File: src/rtl/pbcc_pkg.sv
package pbcc_pkg;
   localparam int NBYTES = 8;
   localparam int BC_W   = 3;
   localparam int OPC_W  = 5;
   localparam int SID_W  = 4;
   localparam int ADR_W  = 16;
   localparam int STS_W  = 4;

   localparam logic [4:0] OFF_CMD = 5'h00;
   localparam logic [4:0] OFF_CFG = 5'h04;
   localparam logic [4:0] OFF_STS = 5'h08;
   localparam logic [4:0] OFF_WD0 = 5'h10;
   localparam logic [4:0] OFF_WD1 = 5'h14;
   localparam logic [4:0] OFF_RD0 = 5'h18;
   localparam logic [4:0] OFF_RD1 = 5'h1C;

   localparam int ST_DONE = 0;
   localparam int ST_FAIL = 1;
   localparam int ST_DENY = 2;
   localparam int ST_DROP = 3;

   typedef enum logic [1:0] {
      RSP_OK   = 2'd0,
      RSP_FAIL = 2'd1,
      RSP_DENY = 2'd2,
      RSP_DROP = 2'd3
   } rsp_e;

   typedef struct packed {
      logic [OPC_W-1:0] opc;
      logic [SID_W-1:0] sid;
      logic [ADR_W-1:0] addr;
      logic [BC_W-1:0]  bcnt;
   } cmd_t;

   function automatic logic opc_is_read(input logic [OPC_W-1:0] o);
      return (o == 5'd1) || (o == 5'd13) || (o == 5'd15);
   endfunction

   function automatic logic opc_is_nondata(input logic [OPC_W-1:0] o);
      return (o >= 5'd3) && (o <= 5'd6);
   endfunction
endpackage

File: src/rtl/pbcc_byte_mask.sv
module pbcc_byte_mask #(
   parameter int NB = 8,
   localparam int LW = (NB > 1) ? $clog2(NB) : 1
) (
   input  logic [8*NB-1:0] din,
   input  logic [LW-1:0]   last,
   output logic [8*NB-1:0] dout
);
   if (NB < 1) begin : g_bad_nb
      $error("pbcc_byte_mask: NB must be at least 1");
   end

   for (genvar i = 0; i < NB; i++) begin : g_lane
      assign dout[8*i +: 8] = (i <= int'(last)) ? din[8*i +: 8] : 8'h00;
   end
endmodule

File: src/rtl/pbcc_cmd_decode.sv
module pbcc_cmd_decode
   import pbcc_pkg::*;
(
   input  logic [31:0] cmd_word,
   output cmd_t        cmd,
   output logic        nondata
);
   logic unused_bits;
   assign unused_bits = ^{cmd_word[26:24], cmd_word[3]};

   always_comb begin
      cmd.opc  = cmd_word[31:27];
      cmd.sid  = cmd_word[23:20];
      cmd.addr = cmd_word[19:4];
      cmd.bcnt = cmd_word[2:0];
   end

   assign nondata = opc_is_nondata(cmd.opc);
endmodule

File: src/rtl/pbcc_seq.sv
module pbcc_seq
   import pbcc_pkg::*;
#(
   parameter int TMO_W = 16
) (
   input  logic             clk,
   input  logic             rst_n,
   input  logic             cmd_wr,
   input  logic             resp_valid,
   input  logic [1:0]       resp_code,
   input  logic [TMO_W-1:0] limit,
   output logic             busy,
   output logic [STS_W-1:0] status,
   output logic             accept,
   output logic             ok_take
);
   logic [TMO_W-1:0] cnt;
   logic             take, tmo_hit;

   assign accept  = cmd_wr && !busy;
   assign take    = busy && resp_valid;
   assign ok_take = take && (resp_code == RSP_OK);
   assign tmo_hit = busy && !resp_valid && (limit != '0) && (cnt == limit - 1'b1);

   function automatic logic [STS_W-1:0] code_to_sts(input logic [1:0] c);
      logic [STS_W-1:0] s;
      s = '0;
      s[ST_DONE] = 1'b1;
      case (c)
         RSP_FAIL: s[ST_FAIL] = 1'b1;
         RSP_DENY: s[ST_DENY] = 1'b1;
         RSP_DROP: s[ST_DROP] = 1'b1;
         default:  ;
      endcase
      return s;
   endfunction

   always_ff @(posedge clk or negedge rst_n) begin
      if (!rst_n) begin
         busy   <= 1'b0;
         cnt    <= '0;
         status <= '0;
      end else if (accept) begin
         busy   <= 1'b1;
         cnt    <= '0;
         status <= '0;
      end else if (take) begin
         busy   <= 1'b0;
         status <= code_to_sts(resp_code);
      end else if (tmo_hit) begin
         busy   <= 1'b0;
         status <= (STS_W'(1) << ST_DONE) | (STS_W'(1) << ST_FAIL);
      end else if (busy) begin
         cnt <= cnt + 1'b1;
         if (cmd_wr) status <= (STS_W'(1) << ST_DONE) | (STS_W'(1) << ST_DROP);
      end
   end

   // error flags only ever appear alongside done
   p_err_needs_done_r6: assert property (@(posedge clk) disable iff (!rst_n)
      (status[ST_DROP:ST_FAIL] != '0) |-> status[ST_DONE]);

   // an accepted command leaves status clear and the request pending
   p_start_clears_r3: assert property (@(posedge clk) disable iff (!rst_n)
      accept |=> (status == '0) && busy);

   // a command during a pending transaction only posts the dropped status
   p_busy_drop_r9: assert property (@(posedge clk) disable iff (!rst_n)
      (busy && cmd_wr && !resp_valid && !tmo_hit) |=> busy && (status == 4'b1001));

   // an expired limit releases the request with failure
   p_tmo_release_r10: assert property (@(posedge clk) disable iff (!rst_n)
      tmo_hit |=> !busy && (status == 4'b0011));

   // a response while idle leaves status alone
   p_idle_resp_r11: assert property (@(posedge clk) disable iff (!rst_n)
      (!busy && resp_valid && !cmd_wr) |=> $stable(status));
endmodule

File: src/rtl/pbus_cmd_chan.sv
module pbus_cmd_chan
   import pbcc_pkg::*;
#(
   parameter int TMO_W   = 16,
   parameter int TMO_DEF = 25000
) (
   input  logic        clk,
   input  logic        rst_n,
   input  logic        reg_wr_en,
   input  logic [4:0]  reg_addr,
   input  logic [31:0] reg_wdata,
   output logic [31:0] reg_rdata,
   output logic        bus_req,
   output logic [4:0]  bus_opcode,
   output logic [3:0]  bus_sid,
   output logic [15:0] bus_addr,
   output logic [2:0]  bus_bcnt,
   output logic [63:0] bus_wdata,
   input  logic        bus_resp_valid,
   input  logic [1:0]  bus_resp_code,
   input  logic [63:0] bus_rdata
);
   localparam int DW = 8 * NBYTES;

   if (TMO_W < 1 || TMO_W > 32) begin : g_bad_tmo_w
      $error("pbus_cmd_chan: TMO_W must be 1..32");
   end
   if (TMO_DEF < 0 || (TMO_W < 32 && TMO_DEF >= (1 << TMO_W))) begin : g_bad_tmo_def
      $error("pbus_cmd_chan: TMO_DEF does not fit TMO_W");
   end

   logic [31:0]      wd0, wd1;
   logic [DW-1:0]    rd_q;
   logic [TMO_W-1:0] cfg_q;
   cmd_t             dec, lat;
   logic             dec_nd;
   logic [DW-1:0]    wd_masked, rd_masked;
   logic             busy, accept, ok_take, cmd_wr;
   logic [STS_W-1:0] status;
   logic [DW-1:0]    lat_wd;

   assign cmd_wr = reg_wr_en && (reg_addr == OFF_CMD);

   pbcc_cmd_decode u_dec (
      .cmd_word (reg_wdata),
      .cmd      (dec),
      .nondata  (dec_nd)
   );

   pbcc_byte_mask #(.NB(NBYTES)) u_wmask (
      .din  ({wd1, wd0}),
      .last (dec.bcnt),
      .dout (wd_masked)
   );

   pbcc_byte_mask #(.NB(NBYTES)) u_rmask (
      .din  (bus_rdata),
      .last (lat.bcnt),
      .dout (rd_masked)
   );

   pbcc_seq #(.TMO_W(TMO_W)) u_seq (
      .clk        (clk),
      .rst_n      (rst_n),
      .cmd_wr     (cmd_wr),
      .resp_valid (bus_resp_valid),
      .resp_code  (bus_resp_code),
      .limit      (cfg_q),
      .busy       (busy),
      .status     (status),
      .accept     (accept),
      .ok_take    (ok_take)
   );

   always_ff @(posedge clk or negedge rst_n) begin
      if (!rst_n) begin
         wd0   <= '0;
         wd1   <= '0;
         cfg_q <= TMO_W'(TMO_DEF);
      end else if (reg_wr_en) begin
         case (reg_addr)
            OFF_WD0: wd0   <= reg_wdata;
            OFF_WD1: wd1   <= reg_wdata;
            OFF_CFG: cfg_q <= reg_wdata[TMO_W-1:0];
            default: ;
         endcase
      end
   end

   always_ff @(posedge clk or negedge rst_n) begin
      if (!rst_n) begin
         lat    <= '0;
         lat_wd <= '0;
      end else if (accept) begin
         lat.opc  <= dec.opc;
         lat.sid  <= dec.sid;
         lat.addr <= dec_nd ? '0 : dec.addr;
         lat.bcnt <= dec_nd ? '0 : dec.bcnt;
         lat_wd   <= dec_nd ? '0 : wd_masked;
      end
   end

   always_ff @(posedge clk or negedge rst_n) begin
      if (!rst_n) rd_q <= '0;
      else if (ok_take && opc_is_read(lat.opc)) rd_q <= rd_masked;
   end

   assign bus_req    = busy;
   assign bus_opcode = lat.opc;
   assign bus_sid    = lat.sid;
   assign bus_addr   = lat.addr;
   assign bus_bcnt   = lat.bcnt;
   assign bus_wdata  = lat_wd;

   always_comb begin
      case (reg_addr)
         OFF_CFG: reg_rdata = 32'(cfg_q);
         OFF_STS: reg_rdata = 32'(status);
         OFF_WD0: reg_rdata = wd0;
         OFF_WD1: reg_rdata = wd1;
         OFF_RD0: reg_rdata = rd_q[31:0];
         OFF_RD1: reg_rdata = rd_q[63:32];
         default: reg_rdata = '0;
      endcase
   end

   // bus fields do not move while a transaction is pending
   p_fields_stable_r2: assert property (@(posedge clk) disable iff (!rst_n)
      bus_req |=> $stable(bus_opcode) && $stable(bus_sid) && $stable(bus_addr)
                  && $stable(bus_bcnt) && $stable(bus_wdata));

   // non-data commands forward no address, count or data
   p_nondata_zero_r5: assert property (@(posedge clk) disable iff (!rst_n)
      (bus_req && opc_is_nondata(bus_opcode)) |->
         (bus_addr == '0) && (bus_bcnt == '0) && (bus_wdata == '0));

   // read data moves only on a successful read completion
   p_rd_hold_r8: assert property (@(posedge clk) disable iff (!rst_n)
      !(bus_req && bus_resp_valid && (bus_resp_code == 2'd0) && opc_is_read(bus_opcode))
         |=> $stable(rd_q));
endmodule

File: config.mk
export PLATFORM = sky130hd
export DESIGN_NAME = pbus_cmd_chan
export DESIGN_NICKNAME = d
export VERILOG_FILES = /design/src/rtl/pbcc_pkg.sv /design/src/rtl/pbcc_byte_mask.sv /design/src/rtl/pbcc_cmd_decode.sv /design/src/rtl/pbcc_seq.sv /design/src/rtl/pbus_cmd_chan.sv
export SDC_FILE = /design/constraint.sdc
export NUM_CORES = 1
export LEC_CHECK = 0
export BUFFER_PORTS_ARGS = -buffer_cell sky130_fd_sc_hd__clkbuf_2
export CELL_PAD_IN_SITES_DETAIL_PLACEMENT = 1
export CELL_PAD_IN_SITES_GLOBAL_PLACEMENT = 2
export CORE_ASPECT_RATIO = 1.4
export CORE_MARGIN = 1.5
export CORE_UTILIZATION = 38
export CTS_BUF_LIST = sky130_fd_sc_hd__clkbuf_16
export DETAILED_ROUTE_END_ITERATION = 10
export PLACE_DENSITY_LB_ADDON = 0.15
export SYNTH_ARGS = -nofsm -noshare
export SYNTH_HDL_FRONTEND = slang
export SYNTH_SLANG_ARGS = --single-unit
File: constraint.sdc
create_clock -name clk -period 7.97 [get_ports clk]
set_input_delay 0.3985 -clock clk [delete_from_list [all_inputs] [get_ports clk]]
set_output_delay 0.3985 -clock clk [all_outputs]
set_load 0.005 [all_outputs]
# Yosys cells after proc, flatten, opt, wreduce, memory -nomap -nowiden
# Cells that the tools add are included.
# word_totals
reg_bits,257
latch_bits,0
ram_bits,0
rom_bits,0
in_bits,107
output_inout_bits,125
word_cells,103
mem_count,0
# op_classes
add_sub_neg,2
n_mul,0
n_div,0
magnitude_cmp,16
n_eq_ne,15
n_shift,0
mux,33
bitwise,0
n_reduce_logical,25
# op_table
op,count
$pmux 32 s6,1
$mux 8,14
$mux 16,5
$mux 64,1
$le 3x3->1 const A,8
$eq 5x5->1 const B,4
$mux 4,5
$add 16x1->16 const B,1
$eq 16x16->1,1
$reduce_bool 16->1,1
$sub 16x1->16 const B,1
$eq 5x4->1 const B,3
$le 2x3->1 const A,4
$logic_and 1x1->1,9
$reduce_and 2->1,4
$reduce_bool 4->1,2
$le 1x3->1 const A,2
$mux 1,6
$eq 5x1->1 const B,1
$eq 5x3->1 const B,1
$ge 5x2->1 const B,1
$le 5x3->1 const B,1
$logic_not 5->1,1
$eq 2x2->1 const B,2
9 further kinds,12

# Longest topological paths before layout
# Gate-level depths: netlist (run 1).
# logic_depth
word_depth,7
mapped_depth,10
ltp_nobuf,9

# Hierarchy
# Synthesis (run 1) repeated with hierarchy kept, for this count alone.
# hier_totals
hier_cells,1259
area_unflattened_um2,13461.7
# modules_own_cells
mod,n_inst,cells_each,area_per_inst_um2,seq_area_each_um2
pbus_cmd_chan,1,871,10515.1,5913.2
pbcc_seq,1,211,1735.4,525.5
pbcc_byte_mask,2,73,485.5,0.0
pbcc_cmd_decode,1,31,240.2,0.0

# Worst setup path before layout (run 1)
# No wires, ideal clock.
# synth_timing
kind,register to register
start,register cfg_q[3]
end,register u_seq.cnt[0]
setup_time_ns,0.126
arrival_ns,2.445
required_ns,7.844
setup_slack_ns,5.399
stages_incl_launch_ff,10
n_path_buf,3
cell_sequence,dfstp_2 -> buf_6 -> or3_1 -> buf_6 -> o21ai_0 -> or3b_2 -> a2111oi_4 -> nand4_1 -> buf_2 -> a221o_1
# synth_between
elab_chain_len,5
# synth_lines
element,line_no,source
start: declaration,pbus_cmd_chan.sv:34,logic [TMO_W-1:0] cfg_q;
start signal: assignment,pbus_cmd_chan.sv:79,cfg_q <= TMO_W'(TMO_DEF);
start signal: assignment,pbus_cmd_chan.sv:84,OFF_CFG: cfg_q <= reg_wdata[TMO_W-1:0];
$sub 16x1->16 or $reduce_bool 16->1 (tied branches),pbcc_seq.sv:23,assign tmo_hit = busy && !resp_valid && (limit != '0) && (cnt == limit - 1'b1);
$eq 16x16->1 or $logic_and 1x1->1 (tied branches),pbcc_seq.sv:23,
$logic_and 1x1->1 (*),pbcc_seq.sv:23,
$ne 2x2->1 (no source line) (*),-,
$reduce_and 3->1 (no source line) (*),-,
end signal: assignment,pbcc_seq.sv:54,cnt <= cnt + 1'b1;
end: declaration,pbcc_seq.sv:17,logic [TMO_W-1:0] cnt;
# Every way passes the cells marked *; elsewhere a longest branch is shown, timed or not.
# A chain may end at the register's enable or synchronous reset.

# Worst setup path after layout (run 1)
# layout_timing
start,register cfg_q[4]
end,register u_seq.cnt[1]
# The elaborated chain is that of the path after synthesis.

==> results of run 1 <==
==> cell type report <==
| class | instances | area (um^2) | share of cell area [%] |
|---|---|---|---|
| sequential | 257 | 6440 | 47.1 |
| multi-input combinational | 664 | 4570 | 33.4 |
| timing repair buffer | 240 | 1250 | 9.14 |
| clock buffer | 27 | 676 | 4.94 |
| tap | 380 | 475 | 3.48 |
| clock inverter | 22 | 241 | 1.77 |
| inverter | 5 | 18.8 | 0.137 |
==> layout by cell type (no fill, tap or decap), types with 10 or more instances in the layout <==
cell type / Yosys / layout
a21oi_1: 14 / 14
a222oi_1: 16 / 16
a22o_1: 83 / 83
a22oi_1: 46 / 46
and3_1: 10 / 10
clkbuf_16: 0 / 27
clkbuf_2: 0 / 230
dfrtp_1: 251 / 251
mux2_2: 88 / 88
mux2i_1: 12 / 12
nand2_1: 192 / 190
nand3_1: 10 / 10
nor2_1: 19 / 15
nor3_1: 11 / 10
o21ai_0: 65 / 65
xnor2_1: 11 / 11
xor2_1: 11 / 11
==> worst min-delay path: cells and delay by family <==
| family | cells | cell delay (ns) |
|---|---|---|
| AOI/OAI and AO/OA | 1 | 0.06 |
| buffers and inverters | 1 | 0.08 |
| and+or+nand+nor | 1 | 0.04 |
==> routing by layer <==
layer  track usage (%)  share of wire (%)  wire length, um  vias up
li1                  -                  -                -     4003
met1              30.9                 42            15200     4506
met2              42.0                 51            18500      233
met3              3.89                5.0             1810       53
met4              6.29                2.4              869        0
met5                 0                  0                0        -
==> final timing paths <==
kind | slack (ns) | to | cells after the start | from
min reg2reg | 0.48 | bus_sid[2] | 2 | bus_sid[2]
max in group asynchronous | 6.12 | rd_q[19] | 3 | rst_n
min in group asynchronous | 0.44 | rd_q[3] | 2 | rst_n
min | 0.08 | rd_q[28] | 3 | bus_rdata[28]
max reg2reg | 4.58 | u_seq.cnt[1] | 7 | cfg_q[4]
max | 4.58 | u_seq.cnt[1] | 7 | cfg_q[4]
==> sequential cells by signal, summed over array words and instances (netlist names) <==
name          flops
bus_wdata        64
rd_q             64
u_seq.cnt        16
bus_addr         16
bus_sid           4
wd1              32
bus_bcnt          3
bus_opcode        5
u_seq.status      4
cfg_q            16
u_seq.busy        1
wd0              32
==> synthesized netlist by cell type (2+ instances only) <==
library cell,number,share of area [%]
a211o_1,3,0.23
a21o_1,2,0.13
a21oi_1,14,0.62
a222oi_1,16,1.4
a22o_1,83,6.5
a22oi_1,46,3.1
a31oi_1,2,0.11
and2_1,4,0.22
and3_1,10,0.56
and4_1,4,0.31
buf_1,13,0.43
buf_6,3,0.30
clkbuf_1,49,1.6
dfrtp_1,251,56
dfstp_2,6,1.4
ha_1,3,0.33
inv_1,5,0.17
mux2_2,88,8.8
mux2i_1,12,1.1
nand2_1,192,6.4
nand2b_1,4,0.22
nand3_1,10,0.45
nand4_1,8,0.45
nor2_1,19,0.63
nor2b_1,4,0.22
nor3_1,11,0.49
nor3b_1,4,0.27
nor4_1,4,0.22
o21a_1,3,0.20
o21ai_0,65,2.9
or3_1,4,0.22
or3_2,2,0.13
or4_1,2,0.13
xnor2_1,11,0.86
xor2_1,11,0.86
==> power by group through the flow <==
stage                     Clock [W]  Sequential (W)  Combinational [W]
after floorplan                   0         0.00159           0.000297
after global placement            0         0.00164           0.000470
after detailed placement          0         0.00165           0.000482
after CTS                   0.00135         0.00163           0.000485
after global routing        0.00140         0.00165           0.000530
final                       0.00132         0.00163           0.000475
==> cell families (layout without fill, tap and decap cells) <==
family          Yosys count  after routing
xor+xnor                 22             22
buf+inv                  71            294
simple gates            293            293
flops                   257            257
mux                     100            100
fa+ha+maj                 3              3
compound gates          246            246
==> stage by stage <==
step	power, W	hold WS, ns	instance area [um^2]	instances
floorplan	0.00188	0.103	11200	992
global placement	0.00212	0.463	12700	1545
detailed placement	0.00213	0.464	12700	1545
CTS	0.00346	0.0629	13700	1595
global route	0.00358	0.0777	13700	1595
finish	0.00342	0.0788	13700	1595
==> timing repair <==
item,CTS,global route
hold buffers,1,0
buffers inserted,0,0
hold endpoints to repair,89,0
==> impl_metrics.csv, run 1 <==
group,metric,value,unit
outcome,outcome,"complete, no violations",
placement,place_congestion,0.843,
cts,worstSkewPairLatency,0.54,ns
worst_setup_path,cpLargestDelayFamily,"simple AND/OR/NAND/NOR gates",
cts,clock-sinks,257,
pwr,leakage,6.77,nW
sta,rsz0062_at_grt,"false",
worst_setup_path,slowest_delay,0.63,ns
synth,synth_fa_ha_area_share,0.334,%
sta,postLayoutSetupSlackWorst,4.58,ns
floorplan,ios,232,
synth,synth_area_per_cell,11.3,um^2
synth,ys_seq_area_share,57.3,%
global_routing,track_usage,24.0,%
worst_setup_path,crit_path_cell_trace,"or3_1, o21ai_0, or3b_2, a2111oi_4, nand4_1, and3_1, a211o_1",
cts,cts-root-buf,"clkbuf_16",
sta,fin_worst_skew,0.00947,ns
synth,synth_flop_cell,"dfrtp_1",
pwr,internal_power,0.00248,W
synth,synthSimpleGateAreaFrac,12.0,%
synth,synth_edf_count,0,
pwr,p_sw_share,27.5,%
hold_path,hp-class,"input port to register",
cts,cts.repair.resized,0,
pwr,p_per_area,250,nW/um^2
sta,fin_crit,3.39,ns
floorplan,die_h,207,um
layout,n_antenna_cell,0,
floorplan,core_area,29200,um^2
global_routing,grt_pass1_vias,9356,
synth,synth_area,11200,um^2
synth,synth_top_family_by_area,"compound AO/OA/AOI/OAI gates",
sta,slew_headroom,23.3,%
cts,clk_pin_slew_worst_paths,0.06,ns
worst_setup_path,required,8.39,ns
sta,finalSetupViolations,0,
worst_setup_path,worstSetupEndpointType,"register",
floorplan,dieArea,30600,um^2
global_routing,grt_pass1_wl,55800,um
cts,cts_max_path_buffers,3,
floorplan,die_w,148,um
synth,syn_nets,1102,
floorplan,start_util,38.5,%
synth,synth.area.mux_share,9.88,%
synth,yosysWarnings,0,
global_routing,antenna_found_initial,0,
routing,num_vias,8795,
pwr,pwr-share-comb,13.9,%
cts,numCtsBuffers,27,
synth,async_reset_ff_share,100,%
floorplan,fp-row-count,74,
placement,port_buffers,231,
worst_setup_path,path_class,"register to register",
flow_run,max_cap_violations,0,
routing,drt-initial-drc-count,387,
worst_setup_path,path_max_fanout,14,
pwr,power_frac_clock,38.5,%
routing,firstDrtPassIters,6,
worst_setup_path,slowest_stage,"nand4_1",
sta,hold_viol,0,
routing,route.detailed.drc,0,
sta,totalNegativeSetupSlack,0,ns
routing,routed_wl,36300,um
global_routing,grt_overflow,0,
synth,syn_inst,992,
layout,fillCellCount,3207,
layout,drive_gt1_share,32.7,%
pwr,p_seq_share,47.6,%
worst_setup_path,path_buf_inv,0,
cts,cts.htree.levels,1,
sta,fin_crit_sh,42.6,%
synth,synth_seq_cells,257,
sta,worst_pin_slew,1.15,ns
layout,fin_util,46.9,%
placement,hpwlAfterDp,24400,um
sta,clock.fmax,0.295,GHz
global_routing,grt_max_degree,169,
layout,area_growth,21.5,%
synth,ys_types,59,
cts,cts_tree,"built",
layout,nets,1305,
synth,synth_compound_area_share,16.3,%
pwr,switchingPower,0.000940,W
sta,slew_violations,0,
worst_setup_path,worstSetupStartpointType,"register",
pwr,ir_drop,0.000149,V
worst_setup_path,arrival,3.81,ns
synth,synth_xor_area_share,1.71,%
routing,ant_nets,0,
placement,place_ws,4.29,ns
routing,vias_per_cell,5.51,
routing,routedWlPerCell,22.8,um
Note: power is estimated with default switching activity, not from simulation.
==> inputs of run 2 (changes only) <==
CORE_UTILIZATION = 35   (was 38)
clock period = 3.4 ns   (was 7.97 ns; I/O delays follow)
==> impl_metrics.csv, run 2 (same netlist as run 1, synthesis figures left out) <==
group,metric,value,unit
worst_setup_path,slowest_stage,"dlygate4sd3_1",
flow_run,max_cap_violations,0,
sta,slew_headroom,37.5,%
routing,routedWlPerCell,22.9,um
worst_setup_path,worstSetupStartpointType,"register",
global_routing,grt_pass1_vias,10200,
layout,area_growth,32.5,%
pwr,leakage,7.31,nW
routing,drt-initial-drc-count,491,
pwr,p_total,0.00835,W
worst_setup_path,path_max_fanout,11,
global_routing,grt_max_degree,105,
pwr,power_frac_clock,39.5,%
floorplan,die_w,154,um
pwr,internal_power,0.00607,W
routing,num_vias,9220,
routing,ant_nets,0,
global_routing,grt_overflow,0,
cts,cts-root-buf,"clkbuf_16",
routing,routed_wl,39400,um
sta,fin_crit_sh,94.2,%
worst_setup_path,r2r-end,"u_seq.status[1]",
placement,hpwlAfterDp,26100,um
layout,nets,1419,
hold_path,hp-class,"input port to register",
pwr,ir_drop,0.000393,V
worst_setup_path,reg2reg_slack,0.20,ns
routing,vias_per_cell,5.34,
sta,worst_pin_slew,0.935,ns
layout,drive_gt1_share,31.2,%
cts,cts.htree.levels,1,
worst_setup_path,path_class,"register to register",
worst_setup_path,worstSetupEndpointType,"register",
worst_setup_path,reg2reg_from,"cfg_q[0]",
pwr,p_sw_share,27.3,%
cts,cts_max_path_buffers,3,
worst_setup_path,crit_path_cell_trace,"inv_1, ha_1, nand2b_1, o21ai_0, or3b_2, a2111oi_4, nand4_1, buf_4, o311ai_0, dlygate4sd3_1",
cts,clock-sinks,257,
sta,fin_worst_skew,0.0179,ns
sta,clock.fmax,0.312,GHz
worst_setup_path,arrival,3.70,ns
cts,cts_tree,"built",
sta,rsz0062_at_grt,"false",
layout,layout_commonest_cell,"dfrtp_1",
global_routing,antenna_found_initial,1,
outcome,outcome,"complete, no violations",
placement,port_buffers,231,
sta,finalSetupViolations,0,
global_routing,grt_pass1_wl,62100,um
sta,fin_crit,3.20,ns
worst_setup_path,slowest_delay,0.60,ns
floorplan,ios,232,
cts,clk_pin_slew_worst_paths,0.06,ns
hold_path,hp-start,"reg_wdata[0]",
floorplan,fp-row-count,77,
layout,mostFrequentLayoutCells,"dfrtp_1 (251), clkbuf_2 (230), nand2_1 (190)",
placement,place_congestion,0.804,
worst_setup_path,r2r.worst_path.cells,10,
worst_setup_path,required,3.90,ns
floorplan,start_util,35.6,%
routing,route.detailed.drc,0,
sta,slew_violations,0,
routing,firstDrtPassIters,7,
hold_path,min_to,"bus_bcnt[0]",
pwr,p_seq_share,45.7,%
floorplan,dieArea,33200,um^2
cts,worstSkewPairLatency,0.57,ns
sta,totalNegativeSetupSlack,0,ns
sta,hold_viol,0,
pwr,p_per_area,561,nW/um^2
pwr,pwr-share-comb,14.8,%
hold_path,whs_path_depth,2,
pwr,switchingPower,0.00228,W
floorplan,core_area,31600,um^2
cts,numCtsBuffers,28,
global_routing,track_usage,24.5,%
floorplan,die_h,215,um
-- run 2: cell types whose count changed in the layout (fill, tap and decap cells not counted), moves of 2 or more --
cell / previous run / this run
clkinvlp_4: 4 / 1
buf_12: 1 / 5
clkbuf_16: 27 / 29
clkinv_1: 4 / 7
dlygate4sd3_1: 1 / 98
inv_1: 7 / 5
buf_4: 7 / 19
-- run 2: layer usage --
metal	GRT usage [%]	vias to the layer above	wire, um
met1	29.9	4734	16300
met4	5.99	0	626
met3	4.09	41	1770
met5	0	-	0
met2	44.6	197	20800
li1	-	4248	-
-- run 2: cell type report --
type | count | area (um^2)
Timing Repair Buffer | 353 | 2390
Clock inverter | 21 | 253
Tap cell | 395 | 494
Inverter | 5 | 18.8
Sequential cell | 257 | 6440
Multi-Input combinational cell | 664 | 4570
Antenna cell | 1 | 2.50
Fill cell | 3438 | 16700
Clock buffer | 29 | 726
-- run 2: worst max-delay path by stage --
stage	startpoint	slack (ns)	end	cells after the start
after global routing	cfg_q[0]	0.01	u_seq.status[1]	10
final	cfg_q[0]	0.20	u_seq.status[1]	10
after detailed placement	cfg_q[0]	0.49	u_seq.cnt[0]	9
after floorplan	cfg_q[3]	0.83	u_seq.cnt[0]	9
after global placement	cfg_q[4]	0.55	u_seq.cnt[0]	7
after CTS	cfg_q[4]	0.18	u_seq.status[1]	8
-- run 2: critical path: cells and delay by family, from the launching register on --
kind	cells	cell delay, ns
simple gates	3	0.92
compound gates	3	0.55
fa+ha+maj	1	0.25
flops	1	0.45
buf+inv	3	0.97
-- run 2: power by group through the flow --
stage,combinational (W),sequential [W],clock (W)
6_report,0.00124,0.00381,0.00330
5_1_grt,0.00138,0.00387,0.00350
4_1_cts,0.00125,0.00381,0.00338
3_5_place_dp,0.00115,0.00386,0
3_3_place_gp,0.00112,0.00386,0
2_1_floorplan,0.000696,0.00372,0
-- run 2: metrics by stage --
| step | instance area [um^2] | setup slack (ns) | hold WS [ns] | utilization [%] | instances |
|---|---|---|---|---|---|
| 6_report | 14900 | 0.199 | 0.0603 | 47.1 | 1725 |
| 5_1_grt | 14900 | 0.0101 | 0.0528 | 47.1 | 1725 |
| 4_1_cts | 14900 | 0.180 | 0.0385 | 47.0 | 1721 |
| 3_5_place_dp | 12900 | 0.495 | 0.273 | 40.8 | 1573 |
| 3_3_place_gp | 12900 | 0.553 | 0.273 | 40.8 | 1573 |
| 2_1_floorplan | 11200 | 0.829 | -0.126 | - | 992 |
-- run 2: what timing repair did --
| item | 4_1_cts | 5_1_grt |
|---|---|---|
| gates resized for setup | 0 | 1 |
| endpoints found under the hold margin | 254 | 0 |
| endpoints found under the setup margin | 0 | 1 |
| hold buffers | 98 | 0 |
| buffers inserted | 0 | 3 |
